File: src/rtl/ccm_ctrl_pkg.sv
package ccm_ctrl_pkg;

  typedef enum logic [1:0] {
    PH_INIT = 2'b00,
    PH_HDR  = 2'b01,
    PH_PLD  = 2'b10,
    PH_FIN  = 2'b11
  } ccm_phase_e;

  localparam logic [2:0] CHAIN_CCM   = 3'b100;
  localparam logic [1:0] MODE_KDERIV = 2'b01;

  typedef struct packed {
    logic [2:0] chain;
    ccm_phase_e phase;
    logic [1:0] mode;
  } ccm_cfg_t;

endpackage

File: src/rtl/ccm_cfg_regs.sv
module ccm_cfg_regs
  import ccm_ctrl_pkg::*;
(
  input  logic     clk,
  input  logic     rst_n,
  input  logic     cfg_we,
  input  logic     cfg_en,
  input  ccm_cfg_t cfg_in,
  input  logic     flag_clr,
  input  logic     done_ok,
  output logic     en,
  output ccm_cfg_t cfg_q,
  output logic     mode_err,
  output logic     seq_err,
  output logic     acc,
  output logic     go
);

  logic bad_mode, seq_ok, is_ccm;
  logic en_d, me_d, se_d;
  logic [1:0] cur_ph, new_ph;

  always_comb begin
    cur_ph   = cfg_q.phase;
    new_ph   = cfg_in.phase;
    is_ccm   = (cfg_in.chain == CHAIN_CCM);
    bad_mode = is_ccm && (cfg_in.mode == MODE_KDERIV);
    seq_ok   = !is_ccm || (new_ph == cur_ph) || (new_ph == PH_INIT) ||
               (new_ph == cur_ph + 2'd1) ||
               ((cur_ph == PH_INIT) && (new_ph == PH_PLD));
    acc      = cfg_we && !en && !bad_mode && seq_ok;
    go       = acc && cfg_en && ((new_ph == PH_INIT) || (new_ph == PH_FIN));

    en_d = en;
    if (cfg_we && en && !cfg_en)
      en_d = 1'b0;
    else if (acc)
      en_d = cfg_en;
    else if (done_ok && ((cur_ph == PH_INIT) || (cur_ph == PH_FIN)))
      en_d = 1'b0;

    me_d = (mode_err && !flag_clr) || (cfg_we && !en && bad_mode);
    se_d = (seq_err && !flag_clr) || (cfg_we && !en && !bad_mode && !seq_ok);
  end

  always_ff @(posedge clk or negedge rst_n) begin
    if (!rst_n) begin
      en       <= 1'b0;
      cfg_q    <= '{chain: 3'b000, phase: PH_INIT, mode: 2'b00};
      mode_err <= 1'b0;
      seq_err  <= 1'b0;
    end else begin
      en       <= en_d;
      mode_err <= me_d;
      seq_err  <= se_d;
      if (acc) cfg_q <= cfg_in;
    end
  end

endmodule

File: src/rtl/ccm_hdr_pad.sv
module ccm_hdr_pad #(
  parameter int BLK_BYTES = 16,
  localparam int BLK_W = BLK_BYTES * 8,
  localparam int CNT_W = $clog2(BLK_BYTES + 1)
) (
  input  logic [BLK_W-1:0] din,
  input  logic             last,
  input  logic [CNT_W-1:0] nbytes,
  input  logic             pad_en,
  output logic [BLK_W-1:0] blk
);

  logic partial;
  assign partial = pad_en && last && (nbytes < CNT_W'(BLK_BYTES));

  for (genvar b = 0; b < BLK_BYTES; b++) begin : g_byte
    logic keep;
    assign keep = !partial || (CNT_W'(b) < nbytes);
    assign blk[BLK_W-1-8*b -: 8] = keep ? din[BLK_W-1-8*b -: 8] : 8'h00;
  end

endmodule

File: src/rtl/ccm_blk_seq.sv
module ccm_blk_seq
  import ccm_ctrl_pkg::*;
#(
  parameter int BLK_W = 128
) (
  input  logic             clk,
  input  logic             rst_n,
  input  logic             go,
  input  logic             acc,
  input  logic             en,
  input  ccm_phase_e       phase,
  input  logic             din_we,
  input  logic [BLK_W-1:0] din_blk,
  input  logic [BLK_W-1:0] iv,
  input  logic             eng_done,
  input  logic [BLK_W-1:0] eng_res,
  input  logic             flag_clr,
  output logic             eng_start,
  output logic [BLK_W-1:0] eng_blk,
  output logic             busy,
  output logic             ccf,
  output logic             wr_err,
  output logic [BLK_W-1:0] dout,
  output logic             dout_vld,
  output logic             done_ok
);

  logic feed, start_d, busy_d, ccf_d, we_d, dv_d, dout_ld;

  always_comb begin
    done_ok = eng_done && busy;
    feed    = din_we && en && !busy && !ccf &&
              ((phase == PH_HDR) || (phase == PH_PLD));
    start_d = go || feed;
    busy_d  = start_d ? 1'b1 : (done_ok ? 1'b0 : busy);
    ccf_d   = done_ok ? 1'b1 : (flag_clr ? 1'b0 : ccf);
    we_d    = (din_we && ccf) ? 1'b1 : (flag_clr ? 1'b0 : wr_err);
    dout_ld = done_ok && ((phase == PH_PLD) || (phase == PH_FIN));
    dv_d    = dout_ld ? 1'b1 : ((start_d || acc) ? 1'b0 : dout_vld);
  end

  always_ff @(posedge clk or negedge rst_n) begin
    if (!rst_n) begin
      eng_start <= 1'b0;
      eng_blk   <= '0;
      busy      <= 1'b0;
      ccf       <= 1'b0;
      wr_err    <= 1'b0;
      dout      <= '0;
      dout_vld  <= 1'b0;
    end else begin
      eng_start <= start_d;
      busy      <= busy_d;
      ccf       <= ccf_d;
      wr_err    <= we_d;
      dout_vld  <= dv_d;
      if (start_d) eng_blk <= go ? iv : din_blk;
      if (dout_ld) dout <= eng_res;
    end
  end

endmodule

File: src/rtl/ccm_phase_ctrl.sv
module ccm_phase_ctrl
  import ccm_ctrl_pkg::*;
#(
  parameter int BLK_BYTES = 16,
  localparam int BLK_W = BLK_BYTES * 8,
  localparam int CNT_W = $clog2(BLK_BYTES + 1)
) (
  input  logic             clk,
  input  logic             rst_n,
  input  logic             cfg_we,
  input  logic             cfg_en,
  input  logic [2:0]       cfg_chain,
  input  logic [1:0]       cfg_phase,
  input  logic [1:0]       cfg_mode,
  input  logic             flag_clr,
  input  logic             din_we,
  input  logic [BLK_W-1:0] din,
  input  logic             din_last,
  input  logic [CNT_W-1:0] din_bytes,
  input  logic [BLK_W-1:0] iv,
  input  logic             eng_done,
  input  logic [BLK_W-1:0] eng_res,
  output logic             en,
  output logic [2:0]       chain,
  output logic [1:0]       phase,
  output logic [1:0]       mode,
  output logic             ccf,
  output logic             mode_err,
  output logic             seq_err,
  output logic             wr_err,
  output logic             eng_start,
  output logic [BLK_W-1:0] eng_blk,
  output logic [BLK_W-1:0] dout,
  output logic             dout_vld
);

  logic [1:0] rst_pipe;
  logic       rst_sn;

  always_ff @(posedge clk or negedge rst_n) begin
    if (!rst_n) rst_pipe <= 2'b00;
    else        rst_pipe <= {rst_pipe[0], 1'b1};
  end
  assign rst_sn = rst_pipe[1];

  ccm_cfg_t         cfg_in, cfg_q;
  logic             acc, go, done_ok, busy_w;
  logic [BLK_W-1:0] pad_blk;

  assign cfg_in = '{chain: cfg_chain, phase: ccm_phase_e'(cfg_phase), mode: cfg_mode};

  ccm_cfg_regs u_cfg (
    .clk     (clk),
    .rst_n   (rst_sn),
    .cfg_we  (cfg_we),
    .cfg_en  (cfg_en),
    .cfg_in  (cfg_in),
    .flag_clr(flag_clr),
    .done_ok (done_ok),
    .en      (en),
    .cfg_q   (cfg_q),
    .mode_err(mode_err),
    .seq_err (seq_err),
    .acc     (acc),
    .go      (go)
  );

  ccm_hdr_pad #(.BLK_BYTES(BLK_BYTES)) u_pad (
    .din   (din),
    .last  (din_last),
    .nbytes(din_bytes),
    .pad_en(cfg_q.phase == PH_HDR),
    .blk   (pad_blk)
  );

  ccm_blk_seq #(.BLK_W(BLK_W)) u_seq (
    .clk      (clk),
    .rst_n    (rst_sn),
    .go       (go),
    .acc      (acc),
    .en       (en),
    .phase    (cfg_q.phase),
    .din_we   (din_we),
    .din_blk  (pad_blk),
    .iv       (iv),
    .eng_done (eng_done),
    .eng_res  (eng_res),
    .flag_clr (flag_clr),
    .eng_start(eng_start),
    .eng_blk  (eng_blk),
    .busy     (busy_w),
    .ccf      (ccf),
    .wr_err   (wr_err),
    .dout     (dout),
    .dout_vld (dout_vld),
    .done_ok  (done_ok)
  );

  assign chain = cfg_q.chain;
  assign phase = cfg_q.phase;
  assign mode  = cfg_q.mode;

endmodule

File: config.mk
export PLATFORM = sky130hd
export DESIGN_NAME = ccm_phase_ctrl
export DESIGN_NICKNAME = d
export VERILOG_FILES = /design/src/rtl/ccm_ctrl_pkg.sv /design/src/rtl/ccm_cfg_regs.sv /design/src/rtl/ccm_hdr_pad.sv /design/src/rtl/ccm_blk_seq.sv /design/src/rtl/ccm_phase_ctrl.sv
export SDC_FILE = /design/constraint.sdc
export NUM_CORES = 1
export LEC_CHECK = 0
export ABC_AREA = 1
export BUFFER_PORTS_ARGS = -buffer_cell sky130_fd_sc_hd__clkbuf_2
export CAP_MARGIN = 5
export CELL_PAD_IN_SITES_DETAIL_PLACEMENT = 0
export CELL_PAD_IN_SITES_GLOBAL_PLACEMENT = 1
export CORE_AREA = 2 2 259 261
export DETAILED_ROUTE_END_ITERATION = 6
export DIE_AREA = 0 0 261 263
export PLACE_DENSITY_LB_ADDON = 0.08
export SETUP_SLACK_MARGIN = 0.4
export SLEW_MARGIN = 20
export SYNTH_ARGS = -nofsm -noshare
export SYNTH_HDL_FRONTEND = slang
export SYNTH_SLANG_ARGS = --single-unit
File: constraint.sdc
create_clock -name clk -period 11.9 [get_ports clk]
set_clock_uncertainty 0.1 [all_clocks]
set_input_delay 2.975 -clock clk [delete_from_list [all_inputs] [get_ports clk]]
set_output_delay 2.975 -clock clk [all_outputs]
set_load 0.01 [all_outputs]
After elaboration in Yosys (flattened, before gate mapping). Cells that the tools add are included. W data, S select, Z words.

Add/sub/neg operators: 1. Magnitude comparators: 17. Equality and inequality tests: 9. Mux-type cells: 27. Reductions and logical operators: 67.

Operators with widths (number): $mux W128 (1); $mux W8 (16); $lt A4 B5 Y1 const A (8); $logic_or A1 B1 Y1 (28); $logic_and A1 B1 Y1 (23); $lt A3 B5 Y1 const A (4); $lt A1 B5 Y1 const A (2); $lt A2 B5 Y1 const A (2); $mux W1 (10); $logic_not A1 Y1 (9); $eq A2 B2 Y1 const B (4); $reduce_bool A2 Y1 (4); $lt A5 B5 Y1 const B (1); $eq A2 B1 Y1 const B (2); $eq A2 B2 Y1 (2); $logic_not A2 Y1 (2); $eq A3 B3 Y1 const B (1); $reduce_bool A3 Y1 (1); $add A2 B1 Y2 const B (1).

Register bits after elaboration: 273. Output and inout bits: 270.

Logic depth before layout (Yosys ltp).
Word-level depth: 13. Mapped depth: 14.

By module. Synthesis repeated with hierarchy kept, for this count alone.

Cell total of the unflattened synthesis: 1908. Area, all modules: 13743.2 sq um.

Modules (own cells, without submodules): ccm_blk_seq (instances 1, cells each 1534, area each 11841.4 sq um); ccm_hdr_pad (instances 1, cells each 290, area each 1207.4 sq um); ccm_cfg_regs (instances 1, cells each 79, area each 630.6 sq um); ccm_phase_ctrl (instances 1, cells each 5, area each 63.8 sq um).

Worst setup path before layout. Ideal clock, no wire load.

Kind: input to register. Start: input port cfg_phase[0]. End: register u_seq.busy. Library setup time: 143 ps. Arrival time: 4168 ps. Data required time: 11657 ps. Slack: 7489 ps. Stages on the path: 10. Path through: inv_1 > ha_1 > nand2_1 > nand2_1 > nor2_1 > nand3_2 > nand4_4 > buf_2 > buf_2 > o211ai_1.

Cells in the longest elaborated chain, start to end: 10. Elaborated cells between the ends (all ways): 17. Those cells by class: eq/ne: 4; mux: 1; reduce/logical: 12.

RTL lines: from (decl) (RTL line ccm_phase_ctrl.sv:13) `input logic [1:0] cfg_phase,`; $eq A2 B2 Y1 (RTL line ccm_cfg_regs.sv:28) `seq_ok = !is_ccm || (new_ph == cur_ph) || (new_ph == PH_INIT) ||`; $logic_or A1 B1 Y1 (3 in a row) (RTL line ccm_cfg_regs.sv:28); $logic_or A1 B1 Y1 (RTL line ccm_cfg_regs.sv:29) `(new_ph == cur_ph + 2'd1) ||`; $logic_and A1 B1 Y1 (RTL line ccm_cfg_regs.sv:31) `acc = cfg_we && !en && !bad_mode && seq_ok;`; $logic_and A1 B1 Y1 (RTL line ccm_cfg_regs.sv:32) `go = acc && cfg_en && ((new_ph == PH_INIT) || (new_ph == PH_FIN));`; $logic_and A1 B1 Y1 (*) (RTL line ccm_cfg_regs.sv:32); $logic_or A1 B1 Y1 (*) (RTL line ccm_blk_seq.sv:34) `start_d = go || feed;`; $mux W1 or $reduce_bool A2 Y1 (tied branches); to (signal assigned) (RTL line ccm_blk_seq.sv:53) `busy <= busy_d;`; to (decl) (RTL line ccm_blk_seq.sv:20) `output logic busy,`.

Every way passes the cells marked *; elsewhere a longest branch is shown, timed or not. A chain may end at the register's enable or synchronous reset.

Final worst setup path.
Start: input port cfg_phase[0]. End: register u_seq.eng_blk[68].

Cells in the longest elaborated chain, start to end: 9. Elaborated cells between the ends (all ways): 16. Those cells by class: eq/ne: 4; mux: 1; reduce/logical: 11.

RTL lines: $eq A2 B2 Y1 (RTL line ccm_cfg_regs.sv:28); $logic_or A1 B1 Y1 (3 in a row) (RTL line ccm_cfg_regs.sv:28); $logic_or A1 B1 Y1 (RTL line ccm_cfg_regs.sv:29); $logic_and A1 B1 Y1 (RTL line ccm_cfg_regs.sv:31); $logic_and A1 B1 Y1 (RTL line ccm_cfg_regs.sv:32); $logic_and A1 B1 Y1 (*) (RTL line ccm_cfg_regs.sv:32); $mux W128 or $logic_or A1 B1 Y1 (tied branches) (RTL line ccm_blk_seq.sv:57, ccm_blk_seq.sv:34); to (signal assigned) (RTL line ccm_blk_seq.sv:57) `if (start_d) eng_blk <= go ? iv : din_blk;`; to (decl) (RTL line ccm_blk_seq.sv:19) `output logic [BLK_W-1:0] eng_blk,`.

Marked as above.

==> results.json <==
{
  "run_status": "finished clean",
  "area_growth_syn_to_layout_pct": 45.8,
  "setup.worst_path.class": "primary input to register",
  "hold-worst-slack_ns": 0.239,
  "fin_crit_ns": 5.36,
  "grt_pass1_wl_um": 83100,
  "cts_buffer_depth": 3,
  "synth_top_cells_by_count": "sky130_fd_sc_hd__nand2_1, sky130_fd_sc_hd__dfrtp_1, sky130_fd_sc_hd__nand3_1",
  "synth_xor_xnor_area_share": 0,
  "share_of_post_route_cells_with_drive_strength_above_1": 0.453,
  "p_sw_w": 0.00168,
  "synth.top_cell.area_share": 0.559,
  "flip_flop_cell_with_the_highest_count_after_synthesis": "sky130_fd_sc_hd__dfrtp_1",
  "fp.coreArea_um2": 65600,
  "clkPwrFrac": 0.272,
  "synth_mux_area_frac": 0.118,
  "ir_worst_vdd_uv": 89.3,
  "gr-usage-all-layers": 0.164,
  "yosysSeqAreaShare": 0.559,
  "final-max-slew-violation-count": 0,
  "cap_violations": 0,
  "slowest_delay_ns": 0.80,
  "place_congestion": 0.778,
  "critical_path.cell_chain": "clkbuf_2 -> inv_1 -> ha_1 -> nand2_1 -> nand2_1 -> nor2_1 -> nand3_2 -> nand3_1 -> nor2_4 -> buf_4 -> buf_4 -> nand2_1 -> nand2_1 -> nand2_1",
  "filler_cell_count": 7237,
  "cts.root.buffer_cell": "sky130_fd_sc_hd__clkbuf_16",
  "synth_area_leader_cell": "sky130_fd_sc_hd__dfrtp_1",
  "synthesis.yosys.warnings": 0,
  "regToRegStartpoint": "u_cfg.cur_ph[0]",
  "rsz0062_at_grt": "false",
  "cts_resized": 0,
  "timing.hold.worst.class": "register to asynchronous set/reset pin",
  "cts_num_sinks": 273,
  "cts_setup_buffers": 0,
  "crit_arrival_ns": 5.70,
  "global_route.usage.met2": 0.292,
  "path_max_fanout": 67,
  "port-buffer-count": 673,
  "totalWireLength_um": 58600,
  "ant_nets": 0,
  "cts_tree": "done",
  "avgViaCountPerCell": 4.03,
  "synthArstFlopShare": 1.00,
  "synthSimpleGateAreaFrac": 0.250,
  "worst_setup_path_start_kind": "primary input",
  "cts-htree-levels": 2,
  "synth.avg_cell_area_um2": 9.49,
  "synth_top_family_by_area": "simple AND/OR/NAND/NOR gates",
  "global_route.usage.met3": 0.0728,
  "internal-power_w": 0.00286,
  "synthesized_area_um2": 12200,
  "dieWidth_um": 261,
  "cp.depth": 14,
  "pre_cts_ws_ns": 5.82,
  "synthAdderAreaFrac": 0.00614,
  "worstRegToRegCells": 12,
  "worst_slew_margin_rel": 0.337,
  "synth-compound-area-share": 0.0115,
  "chipHeight_um": 263,
  "p_seq_frac": 0.356,
  "maximum_number_of_pins_on_one_net_before_global_route_repair": 87,
  "postSynthNetCount": 1698,
  "achievable_freq_ghz": 0.186,
  "comb_power_share": 0.372,
  "std_cell_rows": 94,
  "grt_overflow_total": 0,
  "gr-usage-met1": 0.174,
  "final.setup.worst_slack_ns": 6.54,
  "critical_path.endpoint_type": "register",
  "cts.clk_slew.worst_paths_ns": 0.05,
  "cp-startpoint": "cfg_phase[0]",
  "drt_pre_antenna_iters": 6,
  "synthMostInstantiatedCell": "sky130_fd_sc_hd__nand2_1",
  "post_cts_hold_buffer_count": 0,
  "wire_length_per_cell_after_detailed_routing_um": 20.5,
  "r2r_slack_ns": 8.17,
  "net_count_of_the_finished_layout": 2356,
  "synth_seq_cells": 273,
  "route.vias.total": 11501,
  "worst-slew-pin-transition_ns": 0.994,
  "floorplan.initialDensity": 0.186,
  "critical_path_required_ns": 12.24,
  "timing.rr.end": "u_seq.eng_blk[80]",
  "hold_viol": 0,
  "final.period_utilization": 0.451,
  "synth_enable_flop_cells": 0,
  "switching_share": 0.369,
  "distinct_cells_synth": 34,
  "power.static_leakage_nw": 9.70,
  "fp.dieArea_um2": 68600,
  "finalSetupViolations": 0,
  "cts_made_buffers": 38,
  "drt_iter0_markers": 462,
  "post-route-drc-count": 0,
  "synthCells": 1288,
  "layer_with_the_highest_usage_after_global_routing": "met2",
  "critical_path.most_common_cell": "sky130_fd_sc_hd__nand2_1",
  "timing.critical_path.slowest_stage_cell": "sky130_fd_sc_hd__buf_4",
  "antenna_violations_before_repair": 33,
  "synthTopCellsByArea": "sky130_fd_sc_hd__dfrtp_1, sky130_fd_sc_hd__nand2_1, sky130_fd_sc_hd__mux2_2, sky130_fd_sc_hd__nand3_1, sky130_fd_sc_hd__inv_1",
  "floorplan.io_pins": 674,
  "dpl.hpwl_um": 44800,
  "cellPowerDensity_nw_per_um2": 255,
  "critical_path_buf_inv_count": 4,
  "first_global_vias": 11910,
  "totalNegativeSetupSlack_ns": 0,
  "path_delay_family": "buffers and inverters",
  "crit_path_end": "u_seq.eng_blk[68]",
  "worst_skew_pair.late_latency_ns": 0.55
}
## worst min-delay path by stage
| stage | slack (ns) | startpoint | end |
|---|---|---|---|
| final | 0.24 | rst_pipe[1] | u_seq.eng_blk[66] |
| after global routing | 0.27 | rst_pipe[0] | rst_pipe[1] |
| after CTS | 0.27 | rst_pipe[0] | rst_pipe[1] |
| after detailed placement | 0.24 | rst_pipe[0] | rst_pipe[1] |
| after global placement | 0.24 | rst_pipe[0] | rst_pipe[1] |
| after floorplan | 0.23 | rst_pipe[0] | rst_pipe[1] |
## metrics by stage
| step | utilization | instance area (um2) | total power (W) | instances |
|---|---|---|---|---|
| global placement | 0.250 | 16400 | 0.00336 | 2770 |
| floorplan | - | 12200 | 0.00250 | 1288 |
| global route | 0.271 | 17800 | 0.00485 | 2843 |
| finish | 0.272 | 17800 | 0.00454 | 2855 |
| CTS | 0.271 | 17800 | 0.00464 | 2839 |
| detailed placement | 0.250 | 16400 | 0.00337 | 2770 |
## sequential cells by signal, summed over array words and instances (netlist names)
register,cells
rst_pipe,2
u_cfg.cfg_q,5
u_cfg.cur_ph,2
u_cfg.en,1
u_cfg.mode_err,1
u_cfg.seq_err,1
u_seq.busy,1
u_seq.ccf,1
u_seq.dout,128
u_seq.dout_vld,1
u_seq.eng_blk,128
u_seq.eng_start,1
u_seq.wr_err,1
## logic make-up (layout without fill, tap and decap cells)
group | count (synthesis) | in the layout
mux | 128 | 128
fa+ha+maj | 6 | 6
flops | 273 | 273
compound gates | 22 | 22
simple gates | 706 | 706
other cells | 1 | 17
buf+inv | 152 | 839
## area by class of cell
type / instances / area, um2 / area share
Sequential cell: 273 / 6840 / 0.384
Multi-Input combinational cell: 863 / 4740 / 0.266
Timing Repair Buffer: 685 / 3460 / 0.194
Clock buffer: 58 / 1140 / 0.0638
Tap cell: 864 / 1080 / 0.0607
Inverter: 85 / 324 / 0.0182
Clock inverter: 11 / 205 / 0.0115
Antenna cell: 16 / 40.0 / 0.00225
## metal layers
layer | wire length, um | up-vias
met1 | 21700 | 5454
met4 | 1540 | 32
li1 | - | 5518
met5 | 209 | -
met2 | 29400 | 397
met3 | 5790 | 100
## cells in the final DEF (no fill, tap or decap), types with 2 or more instances in the layout
master / synthesis / layout
sky130_fd_sc_hd__bufinv_16: 0 / 5
sky130_fd_sc_hd__clkbuf_8: 0 / 9
sky130_fd_sc_hd__clkinv_2: 0 / 3
sky130_fd_sc_hd__dfrtp_1: 273 / 272
sky130_fd_sc_hd__clkbuf_1: 11 / 10
sky130_fd_sc_hd__nor2_2: 3 / 3
sky130_fd_sc_hd__inv_1: 84 / 84
sky130_fd_sc_hd__nor2_1: 9 / 8
sky130_fd_sc_hd__diode_2: 0 / 16
sky130_fd_sc_hd__nor2_4: 6 / 7
sky130_fd_sc_hd__o211ai_1: 2 / 2
sky130_fd_sc_hd__buf_4: 16 / 12
sky130_fd_sc_hd__ha_1: 6 / 6
sky130_fd_sc_hd__clkbuf_16: 0 / 39
sky130_fd_sc_hd__mux2_2: 128 / 128
sky130_fd_sc_hd__a21oi_1: 3 / 3
sky130_fd_sc_hd__o32ai_1: 2 / 2
sky130_fd_sc_hd__clkinv_8: 0 / 2
sky130_fd_sc_hd__a21oi_2: 3 / 3
sky130_fd_sc_hd__nand4_1: 6 / 6
sky130_fd_sc_hd__clkbuf_2: 0 / 673
sky130_fd_sc_hd__nand3_1: 227 / 227
sky130_fd_sc_hd__nand2_1: 447 / 447
sky130_fd_sc_hd__o21ai_0: 8 / 8
## power groups by stage
stage          combinational (W)  sequential (W)  clock (W)
2_1_floorplan           0.000664         0.00183          0
3_3_place_gp             0.00174         0.00162          0
3_5_place_dp             0.00174         0.00163          0
4_1_cts                  0.00174         0.00162    0.00128
5_1_grt                  0.00186         0.00167    0.00132
6_report                 0.00169         0.00162    0.00124
Power figures use the tool's default switching activity.
